$ cat src/rtl/cpl_pkg.sv
package cpl_pkg;

  // Receiver alignment state
  typedef enum logic {
    ST_SEARCH = 1'b0,
    ST_LOCKED = 1'b1
  } rx_state_e;

endpackage

$ cat src/rtl/cpl_tx.sv
module cpl_tx #(
  parameter int W = 16
) (
  input  logic         clk,
  input  logic         rst_n,
  input  logic [W-1:0] data_i,
  output logic         take_o,
  output logic [W-1:0] line_o
);

  logic         ph_q, ph_d;      // 0: true slot next, 1: inverted slot next
  logic [W-1:0] hold_q, hold_d;
  logic [W-1:0] line_q, line_d;

  always_comb begin
    ph_d   = ~ph_q;
    hold_d = hold_q;
    line_d = line_q;
    if (!ph_q) begin
      hold_d = data_i;
      line_d = data_i;
    end else begin
      line_d = ~hold_q;
    end
  end

  always_ff @(posedge clk or negedge rst_n) begin
    if (!rst_n) begin
      ph_q   <= 1'b0;
      hold_q <= '0;
      line_q <= '0;
    end else begin
      ph_q   <= ph_d;
      hold_q <= hold_d;
      line_q <= line_d;
    end
  end

  assign take_o = ~ph_q;
  assign line_o = line_q;

endmodule

$ cat src/rtl/cpl_align.sv
module cpl_align #(
  parameter  int LOCK_N = 8,
  localparam int CW     = $clog2(LOCK_N + 1) + 1
) (
  input  logic clk,
  input  logic rst_n,
  input  logic search_i,
  input  logic ok_i,
  input  logic ph_i,
  output logic hit_o,
  output logic hit_ph_o
);

  localparam logic signed [CW-1:0] LIM  = CW'(LOCK_N);
  localparam logic signed [CW-1:0] ONE  = CW'(1);
  localparam logic signed [CW-1:0] ZERO = '0;

  // Positive count: pairs completing at parity 1; negative: parity 0
  logic signed [CW-1:0] cnt_q, cnt_d;

  always_comb begin
    cnt_d = cnt_q;
    if (!search_i) begin
      cnt_d = ZERO;
    end else if (ph_i) begin
      if (ok_i) begin
        if (cnt_q <= ZERO)     cnt_d = ONE;
        else if (cnt_q < LIM)  cnt_d = cnt_q + ONE;
      end else if (cnt_q > ZERO) begin
        cnt_d = ZERO;
      end
    end else begin
      if (ok_i) begin
        if (cnt_q >= ZERO)     cnt_d = -ONE;
        else if (cnt_q > -LIM) cnt_d = cnt_q - ONE;
      end else if (cnt_q < ZERO) begin
        cnt_d = ZERO;
      end
    end
  end

  always_ff @(posedge clk or negedge rst_n) begin
    if (!rst_n) cnt_q <= ZERO;
    else        cnt_q <= cnt_d;
  end

  assign hit_o    = search_i && ((cnt_d == LIM) || (cnt_d == -LIM));
  assign hit_ph_o = ph_i;

endmodule

$ cat src/rtl/cpl_rx.sv
module cpl_rx
  import cpl_pkg::*;
#(
  parameter  int W      = 16,
  parameter  int LOCK_N = 8,
  parameter  int LOSS_N = 4,
  localparam int EW     = $clog2(LOSS_N) + 1
) (
  input  logic         clk,
  input  logic         rst_n,
  input  logic [W-1:0] line_i,
  output logic [W-1:0] data_o,
  output logic         valid_o,
  output logic         lock_o,
  output logic         err_o
);

  rx_state_e    st_q, st_d;
  logic [W-1:0] prev_q, data_q, data_d;
  logic         ph_q, sel_q, sel_d;
  logic         valid_q, valid_d, err_q, err_d;
  logic [EW-1:0] errc_q, errc_d;
  logic         pair_ok, hit, hit_ph;

  assign pair_ok = (line_i == ~prev_q);

  cpl_align #(.LOCK_N(LOCK_N)) u_align (
    .clk      (clk),
    .rst_n    (rst_n),
    .search_i (st_q == ST_SEARCH),
    .ok_i     (pair_ok),
    .ph_i     (ph_q),
    .hit_o    (hit),
    .hit_ph_o (hit_ph)
  );

  always_comb begin
    st_d    = st_q;
    sel_d   = sel_q;
    errc_d  = errc_q;
    data_d  = data_q;
    valid_d = 1'b0;
    err_d   = 1'b0;
    if (st_q == ST_SEARCH) begin
      data_d = '0;
      if (hit) begin
        st_d   = ST_LOCKED;
        sel_d  = hit_ph;
        errc_d = '0;
      end
    end else if (ph_q == sel_q) begin
      valid_d = 1'b1;
      data_d  = prev_q;
      if (pair_ok) begin
        errc_d = '0;
      end else begin
        err_d = 1'b1;
        if (errc_q == EW'(LOSS_N - 1)) begin
          st_d    = ST_SEARCH;
          errc_d  = '0;
          valid_d = 1'b0;
          data_d  = '0;
        end else begin
          errc_d = errc_q + EW'(1);
        end
      end
    end
  end

  always_ff @(posedge clk or negedge rst_n) begin
    if (!rst_n) begin
      st_q    <= ST_SEARCH;
      prev_q  <= '0;
      ph_q    <= 1'b0;
      sel_q   <= 1'b0;
      errc_q  <= '0;
      data_q  <= '0;
      valid_q <= 1'b0;
      err_q   <= 1'b0;
    end else begin
      st_q    <= st_d;
      prev_q  <= line_i;
      ph_q    <= ~ph_q;
      sel_q   <= sel_d;
      errc_q  <= errc_d;
      data_q  <= data_d;
      valid_q <= valid_d;
      err_q   <= err_d;
    end
  end

  assign data_o  = data_q;
  assign valid_o = valid_q;
  assign lock_o  = (st_q == ST_LOCKED);
  assign err_o   = err_q;

endmodule

$ cat src/rtl/cpl_link.sv
module cpl_link #(
  parameter int W      = 16,
  parameter int LOCK_N = 8,
  parameter int LOSS_N = 4
) (
  input  logic         clk,
  input  logic         rst_n,
  input  logic [W-1:0] tx_data_i,
  output logic         tx_take_o,
  output logic [W-1:0] tx_line_o,
  input  logic [W-1:0] rx_line_i,
  output logic [W-1:0] rx_data_o,
  output logic         rx_valid_o,
  output logic         rx_lock_o,
  output logic         rx_err_o
);

  cpl_tx #(.W(W)) u_tx (
    .clk    (clk),
    .rst_n  (rst_n),
    .data_i (tx_data_i),
    .take_o (tx_take_o),
    .line_o (tx_line_o)
  );

  cpl_rx #(.W(W), .LOCK_N(LOCK_N), .LOSS_N(LOSS_N)) u_rx (
    .clk     (clk),
    .rst_n   (rst_n),
    .line_i  (rx_line_i),
    .data_o  (rx_data_o),
    .valid_o (rx_valid_o),
    .lock_o  (rx_lock_o),
    .err_o   (rx_err_o)
  );

endmodule

$ cat config.mk
export PLATFORM = sky130hd
export DESIGN_NAME = cpl_link
export DESIGN_NICKNAME = d
export VERILOG_FILES = /design/src/rtl/cpl_pkg.sv /design/src/rtl/cpl_tx.sv /design/src/rtl/cpl_align.sv /design/src/rtl/cpl_rx.sv /design/src/rtl/cpl_link.sv
export SDC_FILE = /design/constraint.sdc
export NUM_CORES = 1
export LEC_CHECK = 0
export BUFFER_PORTS_ARGS = -buffer_cell sky130_fd_sc_hd__buf_4
export CAP_MARGIN = 20
export CORE_ASPECT_RATIO = 0.75
export CORE_MARGIN = 3
export CORE_UTILIZATION = 53
export DETAILED_ROUTE_END_ITERATION = 16
export PLACE_DENSITY = 0.89
export SLEW_MARGIN = 15
export SYNTH_ARGS = -nofsm -noshare
export SYNTH_HDL_FRONTEND = slang
export SYNTH_SLANG_ARGS = --single-unit
$ cat constraint.sdc
create_clock -name clk -period 3.2 [get_ports clk]
set_input_delay 0.32 -clock clk [delete_from_list [all_inputs] [get_ports clk]]
set_output_delay 0.32 -clock clk [all_outputs]
set_load 0.01 [all_outputs]
==> impl_results.rst <==
.. list-table::
   :header-rows: 1

   * - Metric
     - Value
   * - Run status
     - completed
   * - Ant diodes
     - 0
   * - Post-CTS Setup Inserts
     - 0
   * - End point of the most critical hold path
     - u_rx.prev_q[13]
   * - Top delay family on crit path
     - simple AND/OR/NAND/NOR gates
   * - Post-layout net count
     - 377
   * - Count of final max-slew check failures
     - 0
   * - Routing usage on met3
     - 0.0829
   * - Number of iterations in the first detailed-routing pass
     - 4
   * - Setup tns final
     - 0 ps
   * - Worst Hold Depth
     - 1
   * - Final weighted congestion in routability-driven placement
     - 0.823
   * - Clk_skew
     - 9.55 ps
   * - First-pass GRT wire length
     - 10,300 um
   * - Clock tree sinks
     - 78
   * - DRC errors left
     - 0
   * - Largest net degree at the start of global routing
     - 79
   * - Share of the synthesized area in the top cell type
     - 0.632
   * - Predominant post-synthesis flop cell
     - dfrtp_1
   * - Type of origin of the critical path
     - flop
   * - Count of warnings emitted by yosys
     - 0
   * - CTS H-tree lvls
     - 3
   * - Fraction of layout instances using a drive strength above 1
     - 0.262
   * - Clock root buffer master
     - clkbuf_8
   * - Startpoint of the lowest-slack register-to-register path
     - u_rx.prev_q[0]
   * - Max-cap violation count
     - 0
   * - Post-cts repair resize count
     - 0
   * - Leakage power
     - 1.88 nW
   * - Commonest cells in the synthesized netlist
     - dfrtp_1, nand2_1, o21ai_0
   * - Worst min-delay path class
     - input pin to flop
   * - Die Ht
     - 72.1 um
   * - Flops & latches, synth
     - 78
   * - Min Tclk post-route
     - 2540 ps
   * - Count of cell types in the netlist
     - 37
   * - Maximum fanout along the worst path
     - 14
   * - Critical R2R Capture
     - u_rx.sel_q
   * - Critical Path RT
     - 3430 ps
   * - Maximum resistive drop on vdd
     - 476 uV
   * - Cell taking the most area after synthesis
     - dfrtp_1
   * - Residual antenna-violating net count after detailed routing
     - 0
   * - Sequential-to-total area share from yosys stat
     - 0.632
   * - CTS hold repair buffers
     - 0
   * - Dpl cell area
     - 3670 um^2
   * - I/O pin total
     - 70
   * - Half-perimeter wire length of the detailed placement result
     - 4490 um
   * - Final non-filler cell area
     - 3870 um^2
   * - Rows
     - 23
   * - Transition time of the tightest slew-check pin
     - 921 ps
   * - Slowest stage cell, crit path
     - a2111oi_4
   * - Relative slew margins
     - 0.386
   * - Post-synthesis cell count
     - 269
   * - Clock tree from TritonCTS
     - built
   * - Quantity of I/O buffers inserted on ports
     - 69
   * - GRT Util Overall
     - 0.200
   * - Min-Delay Startpoint
     - rx_line_i[13]
   * - Filler cell count in the final layout
     - 395
   * - Final setup violation count
     - 0
   * - List of cells traversed by the critical path
     - xnor2_1 > nor4_1 > nand4_1 > buf_4 > nand3b_1 > a2111oi_4 > mux2_1
   * - Antenna violations before repair
     - 0
   * - Global routing met1 resource utilization
     - 0.262
   * - Remaining global-route overflow
     - 0
   * - GRT busiest layer
     - met2
   * - Summed instance area of the synthesized netlist
     - 3090 um^2
   * - Top cells by area in the synthesized netlist
     - dfrtp_1, nand2_1, xnor2_1
   * - Clock transition at the register clock pins on the worst setup and hold paths after CTS
     - 80 ps
   * - Average cell area after synthesis
     - 11.5 um^2
   * - CTS buffer count
     - 9
   * - Most common cell in the synthesized netlist
     - dfrtp_1
   * - Met2 layer usage reported by global route
     - 0.307
   * - Largest stage delay, worst path
     - 500 ps
   * - Unrepaired setup endpoints after global routing
     - false
   * - CP Class
     - flop to flop
   * - Share of the cycle needed by the critical path after routing
     - 0.793
   * - Maximum number of buffers from clock root to sink
     - 2
   * - Fmax achieved
     - 394 MHz
   * - Minimum setup slack among reg-to-reg paths
     - 660 ps
   * - Number of synthesized flops with an enable pin
     - 0
   * - Vias post-DR
     - 2,233
   * - R2R depth
     - 7
   * - First DRT Iteration DRCs
     - 193
   * - Buffers & Inverters on Critical Path
     - 1
   * - Die area
     - 6790 um^2
   * - Effective utilization at floorplan
     - 0.562
   * - Post-synthesis async set-or-reset flop share
     - 1.00
   * - DR WL/cell
     - 15.2 um
   * - Overall die width
     - 94.1 um
   * - Via count of the first global-routing pass
     - 2,182
   * - Synth Net Count
     - 307
   * - Final routed wirelength across all metal layers
     - 6370 um
   * - Crit end category
     - flop
   * - Post-synthesis to final-layout area growth
     - 25.2%
   * - Latest clock arrival within the worst-skew pair
     - 340 ps
   * - Power Density
     - 485 nW/um^2
   * - Number of hold violations in the final report
     - 0
   * - Placeable core region
     - 5500 um^2
   * - Worst endpoint data arrival time
     - 2770 ps
   * - Detailed-route vias per instance
     - 5.33
[cell usage in the layout (no fill, tap or decap), types with 2 or more instances in the layout]
cell	synthesis	layout
a21o_1	2	2
a21oi_1	3	3
a22o_1	16	16
a31oi_1	2	2
and2_1	2	2
buf_4	0	72
clkbuf_8	0	9
dfrtp_1	78	78
ha_1	4	4
inv_1	6	6
inv_6	0	2
mux2i_1	2	2
nand2_1	58	58
nand2b_1	4	4
nand3_1	5	5
nand3b_1	2	2
nand4_1	3	3
nor2_1	2	2
nor2b_1	5	5
nor3_1	2	2
nor4_1	5	5
o21a_1	2	2
o21ai_0	20	20
o21bai_1	2	2
o22ai_1	3	3
xnor2_1	17	17
[registers in the layout (all words and copies together) (netlist names)]
signal,cells
u_rx.err_o,1
u_rx.errc_q,3
u_rx.sel_q,1
u_rx.ph_q,1
u_rx.valid_o,1
u_tx.ph_q,1
u_rx.prev_q,16
u_rx.u_align.cnt_q,5
u_tx.line_o,16
u_rx.data_o,16
u_rx.lock_o,1
u_tx.hold_q,16
[cells by family (layout without fill, tap and decap cells)]
logic type                 after synthesis  count (layout)  synth area share
DFF                                     78              78             0.632
buffers and inverters                   19              94            0.0243
xor gates and xnor gates                17              17            0.0482
AOI/OAI and AO/OA                       55              55             0.129
adders and majority gates                4               4            0.0162
and+or+nand+nor                         93              93             0.140
muxes                                    3               3            0.0101
[through the flow]
stage	util	power [mW]	hold slack [ps]	cells	worst slack, ps
final	0.703	1.87	92.7	419	663
after global routing	0.703	1.96	59.1	419	513
after CTS	0.703	1.89	74.5	419	658
after detailed placement	0.668	1.18	447	403	624
after global placement	0.668	1.17	432	403	723
after floorplan	-	1.09	24.4	269	962
[routing by layer]
layer | share of wire | wire, um
met1 | 0.44 | 2790
met2 | 0.46 | 2960
met3 | 0.086 | 545
met4 | 0.012 | 74
met5 | 0 | 0
[worst reg2reg max path, delay by kind of cell, from the launching register on]
kind | cells | cell delay [ps]
simple gates | 3 | 800
flops | 1 | 400
mux | 1 | 360
buf+inv | 1 | 230
xor+xnor | 1 | 130
compound gates | 1 | 500
[where the power goes]
group / switching, mW / internal, mW / total (mW)
Sequential: 0.0190 / 1.02 / 1.04
Combinational: 0.0552 / 0.0617 / 0.117
Clock: 0.354 / 0.366 / 0.720
[worst max-delay path by stage]
stage / cells after the start / to / slack, ps / start
after floorplan: 7 / u_rx.sel_q / 960 / u_rx.prev_q[1]
after global placement: 8 / u_rx.sel_q / 720 / rx_line_i[0]
after detailed placement: 8 / u_rx.sel_q / 620 / rx_line_i[0]
after CTS: 7 / u_rx.sel_q / 660 / u_rx.prev_q[0]
after global routing: 8 / u_rx.sel_q / 510 / u_rx.prev_q[0]
final: 7 / u_rx.sel_q / 660 / u_rx.prev_q[0]
[cell type report]
type / instances / area [um^2] / area share
flip-flops and latches: 78 / 1950 / 0.505
clock inverters: 6 / 68.8 / 0.0178
inverters: 6 / 22.5 / 0.00583
multi-input cells: 172 / 1060 / 0.274
well taps: 75 / 93.8 / 0.0243
repair buffers: 72 / 541 / 0.140
clock buffers: 10 / 128 / 0.0330
No activity file was read; power rests on OpenSTA's default activity.
